<file path="config.mk">
export PLATFORM = sky130hd
export DESIGN_NAME = cec_frame_rx
export DESIGN_NICKNAME = d
export VERILOG_FILES = /design/src/rtl/cec_rx_pkg.sv /design/src/rtl/cec_tick_gen.sv /design/src/rtl/cec_line_sync.sv /design/src/rtl/cec_rx_core.sv /design/src/rtl/cec_frame_rx.sv
export SDC_FILE = /design/constraint.sdc
export NUM_CORES = 1
export LEC_CHECK = 0
export ABC_CLOCK_PERIOD_IN_PS = 4200
export BUFFER_PORTS_ARGS = -buffer_cell sky130_fd_sc_hd__clkbuf_2
export CAP_MARGIN = 20
export CORE_ASPECT_RATIO = 0.9
export CORE_MARGIN = 2
export CORE_UTILIZATION = 30
export CTS_CLUSTER_DIAMETER = 60
export DETAILED_ROUTE_END_ITERATION = 10
export PLACE_DENSITY = 0.56
export SLEW_MARGIN = 20
export SYNTH_ARGS = -nofsm -noshare
export SYNTH_HDL_FRONTEND = slang
export SYNTH_SLANG_ARGS = --single-unit
</file>
<file path="constraint.sdc">
create_clock -name clk_i -period 4.2 [get_ports clk_i]
set_clock_uncertainty 0.15 [all_clocks]
set_input_delay 0.63 -clock clk_i [delete_from_list [all_inputs] [get_ports clk_i]]
set_output_delay 0.63 -clock clk_i [all_outputs]
set_load 0.03 [all_outputs]
</file>
<file path="src/rtl/cec_rx_pkg.sv">
package cec_rx_pkg;
  localparam int unsigned TW = 8;
  typedef logic [TW-1:0] tick_cnt_t;

  typedef struct packed {
    tick_cnt_t lo_min;
    tick_cnt_t lo_max;
    tick_cnt_t per_min;
    tick_cnt_t per_max;
    tick_cnt_t sample;
    tick_cnt_t ack_len;
    tick_cnt_t bit_lo_max;
  } thr_t;

  typedef enum logic [2:0] {
    ST_IDLE, ST_SLOW, ST_SHIGH, ST_BLOW, ST_BWAIT, ST_ACK, ST_DONE, ST_CLR
  } rx_state_e;

  localparam logic [3:0] ADDR_BCAST = 4'hF;
endpackage

</file>
<file path="src/rtl/cec_tick_gen.sv">
module cec_tick_gen #(
  parameter int unsigned DIV_W = 12
) (
  input  logic             clk_i,
  input  logic             rst_ni,
  input  logic [DIV_W-1:0] div_i,
  output logic             tick_o
);
  logic [DIV_W-1:0] cnt_q;

  assign tick_o = ({1'b0, cnt_q} + (DIV_W+1)'(1)) >= {1'b0, div_i};

  always_ff @(posedge clk_i or negedge rst_ni) begin
    if (!rst_ni)     cnt_q <= '0;
    else if (tick_o) cnt_q <= '0;
    else             cnt_q <= cnt_q + 1'b1;
  end

  a_r3_tick_gap: assert property (@(posedge clk_i) disable iff (!rst_ni)
    (tick_o && div_i > DIV_W'(1) && $stable(div_i)) |=> (!tick_o || div_i <= DIV_W'(1)));
endmodule

</file>
<file path="src/rtl/cec_line_sync.sv">
module cec_line_sync #(
  parameter int unsigned STAGES = 2
) (
  input  logic clk_i,
  input  logic rst_ni,
  input  logic line_i,
  output logic line_o,
  output logic fall_o,
  output logic rise_o
);
  logic [STAGES-1:0] sync_q;
  logic              prev_q;

  for (genvar g = 0; g < STAGES; g++) begin : g_stage
    always_ff @(posedge clk_i or negedge rst_ni) begin
      if (!rst_ni) sync_q[g] <= 1'b1;
      else if (g == 0) sync_q[g] <= line_i;
      else sync_q[g] <= sync_q[(g == 0) ? 0 : g-1];
    end
  end

  always_ff @(posedge clk_i or negedge rst_ni) begin
    if (!rst_ni) prev_q <= 1'b1;
    else         prev_q <= sync_q[STAGES-1];
  end

  assign line_o = sync_q[STAGES-1];
  assign fall_o = prev_q & ~line_o;
  assign rise_o = ~prev_q & line_o;
endmodule

</file>
<file path="src/rtl/cec_rx_core.sv">
module cec_rx_core
  import cec_rx_pkg::*;
#(
  parameter int unsigned MAX_BYTES = 16,
  localparam int unsigned IW = $clog2(MAX_BYTES),
  localparam int unsigned CW = $clog2(MAX_BYTES + 1)
) (
  input  logic                   clk_i,
  input  logic                   rst_ni,
  input  logic                   tick_i,
  input  logic                   line_i,
  input  logic                   fall_i,
  input  logic                   rise_i,
  input  logic [3:0]             log_addr_i,
  input  thr_t                   thr_i,
  input  logic                   clr_rx_i,
  output logic                   pull_o,
  output logic                   eom_o,
  output logic                   good_o,
  output logic                   irq_o,
  output logic                   src_o,
  output logic [IW-1:0]          cnt_o,
  output logic [MAX_BYTES*8-1:0] data_o
);
  rx_state_e state_q;
  tick_cnt_t tcnt_q;
  logic [3:0]    idx_q;
  logic [6:0]    shift_q;
  logic [CW-1:0] bcnt_q;
  logic hdr_ok_q, ack_en_q, eom_bit_q, pull_q;
  logic eom_q, good_q, irq_q, src_q;
  logic [IW-1:0] cnt_q;
  logic [7:0] mem_q [MAX_BYTES];

  logic       sample_now, byte_done, dst_hit, accept, wr_en, lo_viol;
  logic       lo_ok, per_ok;
  logic [7:0] byte_nxt;

  assign sample_now = (state_q == ST_BLOW) && (tcnt_q >= thr_i.sample);
  assign byte_nxt   = {shift_q, line_i};
  assign byte_done  = sample_now && (idx_q == 4'd7);
  assign dst_hit    = (byte_nxt[3:0] == ADDR_BCAST) || (byte_nxt[3:0] == log_addr_i);
  assign accept     = byte_done && (hdr_ok_q || dst_hit);
  assign wr_en      = accept && (bcnt_q < CW'(MAX_BYTES));
  assign lo_viol    = (state_q == ST_BWAIT) && !line_i && (tcnt_q > thr_i.bit_lo_max);
  assign lo_ok      = (tcnt_q >= thr_i.lo_min) && (tcnt_q <= thr_i.lo_max);
  assign per_ok     = (tcnt_q >= thr_i.per_min) && (tcnt_q <= thr_i.per_max);

  always_ff @(posedge clk_i or negedge rst_ni) begin
    if (!rst_ni) begin
      state_q   <= ST_IDLE;
      tcnt_q    <= '0;
      idx_q     <= '0;
      shift_q   <= '0;
      bcnt_q    <= '0;
      hdr_ok_q  <= 1'b0;
      ack_en_q  <= 1'b0;
      eom_bit_q <= 1'b0;
      pull_q    <= 1'b0;
      eom_q     <= 1'b0;
      good_q    <= 1'b0;
      irq_q     <= 1'b0;
      src_q     <= 1'b0;
      cnt_q     <= '0;
    end else begin
      if (fall_i)                         tcnt_q <= '0;
      else if (tick_i && tcnt_q != '1)    tcnt_q <= tcnt_q + 1'b1;

      unique case (state_q)
        ST_IDLE: begin
          if (clr_rx_i)    state_q <= ST_CLR;
          else if (fall_i) state_q <= ST_SLOW;
        end
        ST_SLOW: begin
          if (rise_i)                        state_q <= lo_ok ? ST_SHIGH : ST_IDLE;
          else if (tcnt_q > thr_i.lo_max)    state_q <= ST_IDLE;
        end
        ST_SHIGH: begin
          if (fall_i) begin
            if (per_ok) begin
              state_q  <= ST_BLOW;
              idx_q    <= '0;
              bcnt_q   <= '0;
              hdr_ok_q <= 1'b0;
              ack_en_q <= 1'b0;
            end else begin
              state_q  <= ST_SLOW;  // that edge may open a new start
            end
          end else if (tcnt_q > thr_i.per_max) begin
            state_q <= ST_IDLE;
          end
        end
        ST_BLOW: begin
          if (sample_now) begin
            shift_q <= byte_nxt[6:0];
            idx_q   <= idx_q + 1'b1;
            state_q <= ST_BWAIT;
            if (idx_q == 4'd8) eom_bit_q <= line_i;
            if (byte_done && !hdr_ok_q) begin
              if (dst_hit) begin
                hdr_ok_q <= 1'b1;
                ack_en_q <= (byte_nxt[3:0] != ADDR_BCAST);
              end else begin
                state_q  <= ST_IDLE;
              end
            end
            if (accept && bcnt_q != CW'(MAX_BYTES)) bcnt_q <= bcnt_q + 1'b1;
          end
        end
        ST_BWAIT: begin
          if (fall_i) begin
            if (idx_q == 4'd9) begin
              state_q <= ST_ACK;
              pull_q  <= ack_en_q;
            end else begin
              state_q <= ST_BLOW;
            end
          end else if (lo_viol) begin
            if (hdr_ok_q) begin
              state_q <= ST_DONE;
              eom_q   <= 1'b1;
              good_q  <= 1'b0;
              irq_q   <= 1'b1;
              src_q   <= 1'b1;
              cnt_q   <= IW'(bcnt_q - 1'b1);
            end else begin
              state_q <= ST_IDLE;
            end
          end
        end
        ST_ACK: begin
          if (tcnt_q >= thr_i.ack_len) begin
            pull_q <= 1'b0;
            if (eom_bit_q) begin
              state_q <= ST_DONE;
              eom_q   <= 1'b1;
              good_q  <= 1'b1;
              irq_q   <= 1'b1;
              src_q   <= 1'b1;
              cnt_q   <= IW'(bcnt_q - 1'b1);
            end else begin
              idx_q   <= '0;
              state_q <= ST_BWAIT;
            end
          end
        end
        ST_DONE: begin
          if (clr_rx_i) state_q <= ST_CLR;
        end
        ST_CLR: begin
          if (!clr_rx_i) state_q <= ST_IDLE;
        end
        default: state_q <= ST_IDLE;
      endcase

      if (clr_rx_i) begin
        eom_q  <= 1'b0;
        good_q <= 1'b0;
        irq_q  <= 1'b0;
        src_q  <= 1'b0;
      end
    end
  end

  always_ff @(posedge clk_i or negedge rst_ni) begin
    if (!rst_ni) begin
      for (int i = 0; i < int'(MAX_BYTES); i++) mem_q[i] <= '0;
    end else if (wr_en) begin
      mem_q[bcnt_q[IW-1:0]] <= byte_nxt;
    end
  end

  for (genvar g = 0; g < MAX_BYTES; g++) begin : g_out
    assign data_o[g*8 +: 8] = mem_q[g];
  end

  assign pull_o = pull_q;
  assign eom_o  = eom_q;
  assign good_o = good_q;
  assign irq_o  = irq_q;
  assign src_o  = src_q;
  assign cnt_o  = cnt_q;

  a_r5_no_unreg_ack: assert property (@(posedge clk_i) disable iff (!rst_ni)
    pull_q |-> (hdr_ok_q && log_addr_i != ADDR_BCAST));
  a_r5_ack_window: assert property (@(posedge clk_i) disable iff (!rst_ni)
    pull_q |-> (tcnt_q <= thr_i.ack_len));
  a_r8_cnt_sat: assert property (@(posedge clk_i) disable iff (!rst_ni)
    bcnt_q <= CW'(MAX_BYTES));
  a_r9_report_source: assert property (@(posedge clk_i) disable iff (!rst_ni)
    $rose(eom_q) |-> ($past(state_q) == ST_ACK || $past(state_q) == ST_BWAIT));
  a_r11_stall: assert property (@(posedge clk_i) disable iff (!rst_ni)
    (eom_q && !clr_rx_i) |=> (eom_q && state_q == ST_DONE));
  a_r11_clear: assert property (@(posedge clk_i) disable iff (!rst_ni)
    clr_rx_i |=> (!eom_q && !irq_q && !src_q));
  a_r11_data_frozen: assert property (@(posedge clk_i) disable iff (!rst_ni)
    (state_q == ST_DONE) |=> $stable(data_o));
endmodule

</file>
<file path="src/rtl/cec_frame_rx.sv">
module cec_frame_rx
  import cec_rx_pkg::*;
#(
  parameter int unsigned MAX_BYTES   = 16,
  parameter int unsigned DIV_W       = 12,
  parameter int unsigned SYNC_STAGES = 2
) (
  input  logic                         clk_i,
  input  logic                         rst_ni,
  input  logic [DIV_W-1:0]             clk_div_i,
  input  logic                         cec_i,
  output logic                         cec_pull_o,
  input  logic [3:0]                   log_addr_i,
  input  logic                         clr_rx_i,
  input  logic [7:0]                   start_lo_min_i,
  input  logic [7:0]                   start_lo_max_i,
  input  logic [7:0]                   start_per_min_i,
  input  logic [7:0]                   start_per_max_i,
  input  logic [7:0]                   sample_pt_i,
  input  logic [7:0]                   ack_len_i,
  input  logic [7:0]                   bit_lo_max_i,
  output logic                         rx_eom_o,
  output logic                         rx_good_o,
  output logic                         rx_irq_o,
  output logic                         rx_src_o,
  output logic [$clog2(MAX_BYTES)-1:0] rx_cnt_o,
  output logic [MAX_BYTES*8-1:0]       rx_data_o
);
  logic tick, line, fall, rise;
  thr_t thr;

  assign thr.lo_min     = tick_cnt_t'(start_lo_min_i);
  assign thr.lo_max     = tick_cnt_t'(start_lo_max_i);
  assign thr.per_min    = tick_cnt_t'(start_per_min_i);
  assign thr.per_max    = tick_cnt_t'(start_per_max_i);
  assign thr.sample     = tick_cnt_t'(sample_pt_i);
  assign thr.ack_len    = tick_cnt_t'(ack_len_i);
  assign thr.bit_lo_max = tick_cnt_t'(bit_lo_max_i);

  cec_tick_gen #(.DIV_W(DIV_W)) u_tick (
    .clk_i  (clk_i),
    .rst_ni (rst_ni),
    .div_i  (clk_div_i),
    .tick_o (tick)
  );

  cec_line_sync #(.STAGES(SYNC_STAGES)) u_sync (
    .clk_i  (clk_i),
    .rst_ni (rst_ni),
    .line_i (cec_i),
    .line_o (line),
    .fall_o (fall),
    .rise_o (rise)
  );

  cec_rx_core #(.MAX_BYTES(MAX_BYTES)) u_core (
    .clk_i      (clk_i),
    .rst_ni     (rst_ni),
    .tick_i     (tick),
    .line_i     (line),
    .fall_i     (fall),
    .rise_i     (rise),
    .log_addr_i (log_addr_i),
    .thr_i      (thr),
    .clr_rx_i   (clr_rx_i),
    .pull_o     (cec_pull_o),
    .eom_o      (rx_eom_o),
    .good_o     (rx_good_o),
    .irq_o      (rx_irq_o),
    .src_o      (rx_src_o),
    .cnt_o      (rx_cnt_o),
    .data_o     (rx_data_o)
  );
endmodule

</file>
==> flow_metrics.tcl <==
set metrics [dict create \
    synthFlopType "dfrtp_1" \
    p_comb_share_pct 16.1 \
    worst_setup_path_start_kind "flip-flop" \
    overflow 0 \
    grt_use_met2_pct 24.5 \
    seqPwrFrac_pct 44.3 \
    drive_gt1_share_pct 40.6 \
    die_w_um 190 \
    cts_root_buf "clkbuf_16" \
    ant_nets 0 \
    grt_pass1_wl_um 39700 \
    yosysWarnings 0 \
    ir_worst_vdd_mv 0.200 \
    grt_pass1_vias 6945 \
    fin_tns_setup_ns 0 \
    end_kind "flip-flop" \
    rr_worst_depth 8 \
    synth_cell_types 58 \
    hold_path.class "input port to asynchronous set/reset pin" \
    synth_edf_count 0 \
    max_cap_viol_count 0 \
    leakagePower_uw 0.00634 \
    layout_min_cycle_time_ns 3.59 \
    grt_antenna_before_repair 0 \
    gp_congestion 0.822 \
    clock_latency_ns 0.43 \
    grt_busiest_layer "met2" \
    p_clk_share_pct 39.6 \
    crit_family "compound AO/OA/AOI/OAI gates" \
    async_flop_share_pct 100 \
    syn_area_um2 9380 \
    post-route-drc-count 0 \
    area_growth_pct 23.5 \
    cts_buffers 17 \
    relSlewSlack_pct 35.2 \
    num_antenna_cells 0 \
    arrival_ns 3.76 \
    wl_per_cell_um 17.4 \
    powerDensity_nw_per_um2 370 \
    cts_resized 0 \
    ios 213 \
    core_um2 30800 \
    hpwlAfterDp_um 18500 \
    worstSetupPathType "flip-flop to flip-flop" \
    worst_pin_slew_ns 0.948 \
    grt_max_degree 106 \
    synth_nets 962 \
    worst-path-max-fanout 11 \
    p_switching_uw 1220 \
    cts.path.max_buffers 2 \
    max_stage_delay_ns 0.86 \
    r2r-end "u_core.state_q[0]" \
    cts_sinks 180 \
    postSynthCellCount 808 \
    power_uw 4280 \
    critPathBufInv 0 \
    slew_viol_final 0 \
    wl_um 25200 \
    internal_power_uw 3060 \
    ff2ff_setup_slack_ns 0.61 \
    drtIter0Drc 303 \
    cp_slowest_cell "a2111oi_0" \
    fin_crit_sh_pct 85.5 \
    postCtsSetupBuffers 0 \
    cts_tree "done" \
    switching_share_pct 28.4 \
    fillers 3086 \
    synth_seq_cells 180 \
    grt_use_met1_pct 21.5 \
    firstDrtPassIters 4 \
    num_vias 6810 \
    setup_viol 0 \
    start_util_pct 30.4 \
    finalWorstSetupSlack_ns 0.609 \
    rows 61 \
    nNetsFinal 1179 \
    outcome "complete, no violations" \
    ys_seq_area_share_pct 48.0 \
    rsz0062_at_grt "no" \
    met3_usage_pct 4.96 \
    place_ws_ns 0.574 \
    numPortBuffers 212 \
    critical_path_required_ns 4.37 \
    grt.total_usage_pct 15.8 \
    fmax_mhz 279 \
    htree_levels 4 \
    crit_chain "ha_1, a211o_1, a21oi_1, nor3_1, a2111oi_0, o21ai_0, nand4b_1, mux2_2" \
    worstReg2RegStart "u_core.tcnt_q[5]" \
    hold_viol_final 0 \
    syn_area_per_cell_um2 11.6 \
    clkTransAtPathRegs_ns 0.08 \
    dieHeight_um 172 \
    cts_hold_buffers 0 \
    via_per_inst 4.71 \
    dieArea_um2 32700 \
]
-- worst max-delay path by stage --
stage	slack, ns	depth (start not counted)	startpoint	to
after floorplan	1.27	9	sample_pt_i[4]	u_core.data_o[120]
after CTS	0.66	8	u_core.tcnt_q[5]	u_core.state_q[1]
after detailed placement	0.57	10	sample_pt_i[4]	u_core.data_o[120]
final	0.61	8	u_core.tcnt_q[5]	u_core.state_q[0]
after global routing	0.51	8	u_core.tcnt_q[5]	u_core.state_q[1]
after global placement	0.61	10	sample_pt_i[4]	u_core.data_o[127]
-- state kept, by name (all words and copies together), names as in the netlist --
signal and flops:
u_sync.prev_q 1, u_core.shift_q 7, u_core.hdr_ok_q 1, u_tick.cnt_q 12
u_sync.line_o 1, u_core.ack_en_q 1, u_core.pull_o 1, u_core.good_o 1
u_core.eom_o 1, u_core.idx_q 4, u_core.cnt_o 4, u_sync.sync_q 1
u_core.data_o 128, u_core.eom_bit_q 1, u_core.state_q 3, u_core.bcnt_q 5
u_core.tcnt_q 8
-- cells in the mapped netlist (4+ instances only) --
| master | n | share of area [%] |
|---|---|---|
| a211oi_1 | 4 | 0.32 |
| a21o_1 | 7 | 0.56 |
| a21oi_1 | 32 | 1.7 |
| and2_1 | 7 | 0.47 |
| and3_1 | 18 | 1.2 |
| buf_2 | 5 | 0.27 |
| clkbuf_1 | 23 | 0.92 |
| dfrtp_1 | 177 | 47 |
| ha_1 | 78 | 10 |
| inv_1 | 73 | 2.9 |
| mux2_2 | 140 | 17 |
| mux2i_1 | 5 | 0.53 |
| nand2_1 | 33 | 1.3 |
| nand2b_1 | 12 | 0.80 |
| nand3_1 | 18 | 0.96 |
| nand4_1 | 18 | 1.2 |
| nor2_1 | 29 | 1.2 |
| nor2b_1 | 10 | 0.67 |
| nor3_1 | 6 | 0.32 |
| o211ai_1 | 4 | 0.32 |
| o21a_1 | 9 | 0.72 |
| o21ai_0 | 21 | 1.1 |
| o31ai_1 | 7 | 0.56 |
| xnor2_1 | 11 | 1.0 |
| xor2_1 | 9 | 0.84 |
-- power by group through the flow --
stage	logic, uW	registers, uW	clock network (uW)
global route	786	1910	1820
detailed placement	694	1930	0
global placement	686	1930	0
finish	691	1900	1700
CTS	700	1890	1740
floorplan	500	1890	0
-- kinds of logic after synthesis --
group | share of synthesized area, %
flops | 48.0
simple gates | 10.5
mux | 17.3
compound gates | 7.43
buf+inv | 4.43
fa+ha+maj | 10.4
xor+xnor | 1.87
-- layer usage --
layer,wire (um),vias to the layer above,part of all wire (%)
li1,-,3272,-
met1,12000,3366,48
met2,11300,160,45
met3,1710,12,6.8
met4,205,0,0.81
met5,0,-,0
-- area by class of cell --
class / count / area, um^2 / area share (%)
clock buffers: 17 / 425 / 3.67
clock inverters: 15 / 191 / 1.65
inverters: 73 / 274 / 2.36
well taps: 409 / 512 / 4.42
multi-input cells: 523 / 4460 / 38.5
repair buffers: 230 / 1220 / 10.5
flip-flops and latches: 180 / 4510 / 38.9
-- cell usage in the layout, fill, tap and decap left out, types with 3 or more instances in the layout --
cell type,instances
a211oi_1,4
a21o_1,7
a21oi_1,32
a31o_2,3
a31oi_1,3
and2_1,7
and3_1,18
buf_4,17
bufinv_16,3
clkbuf_16,17
clkbuf_2,211
dfrtp_1,177
dfstp_2,3
ha_1,78
inv_1,73
inv_6,5
mux2_2,140
mux2i_1,5
nand2_1,33
nand2b_1,12
nand3_1,18
nand4_1,18
nor2_1,29
nor2b_1,10
nor3_1,6
nor3b_2,3
o211ai_1,4
o21a_1,9
o21ai_0,21
o31ai_1,7
or3_1,3
xnor2_1,11
xor2_1,9
-- stage by stage --
stage	cells	util [%]	hold slack, ns	area [um^2]
finish	1447	37.6	0.126	11600
global route	1447	37.6	0.116	11600
CTS	1447	37.6	0.125	11600
detailed placement	1415	35.6	0.200	11000
global placement	1415	35.6	0.197	11000
floorplan	808	-	0.184	9380
(Power assumes the default switching activity.)
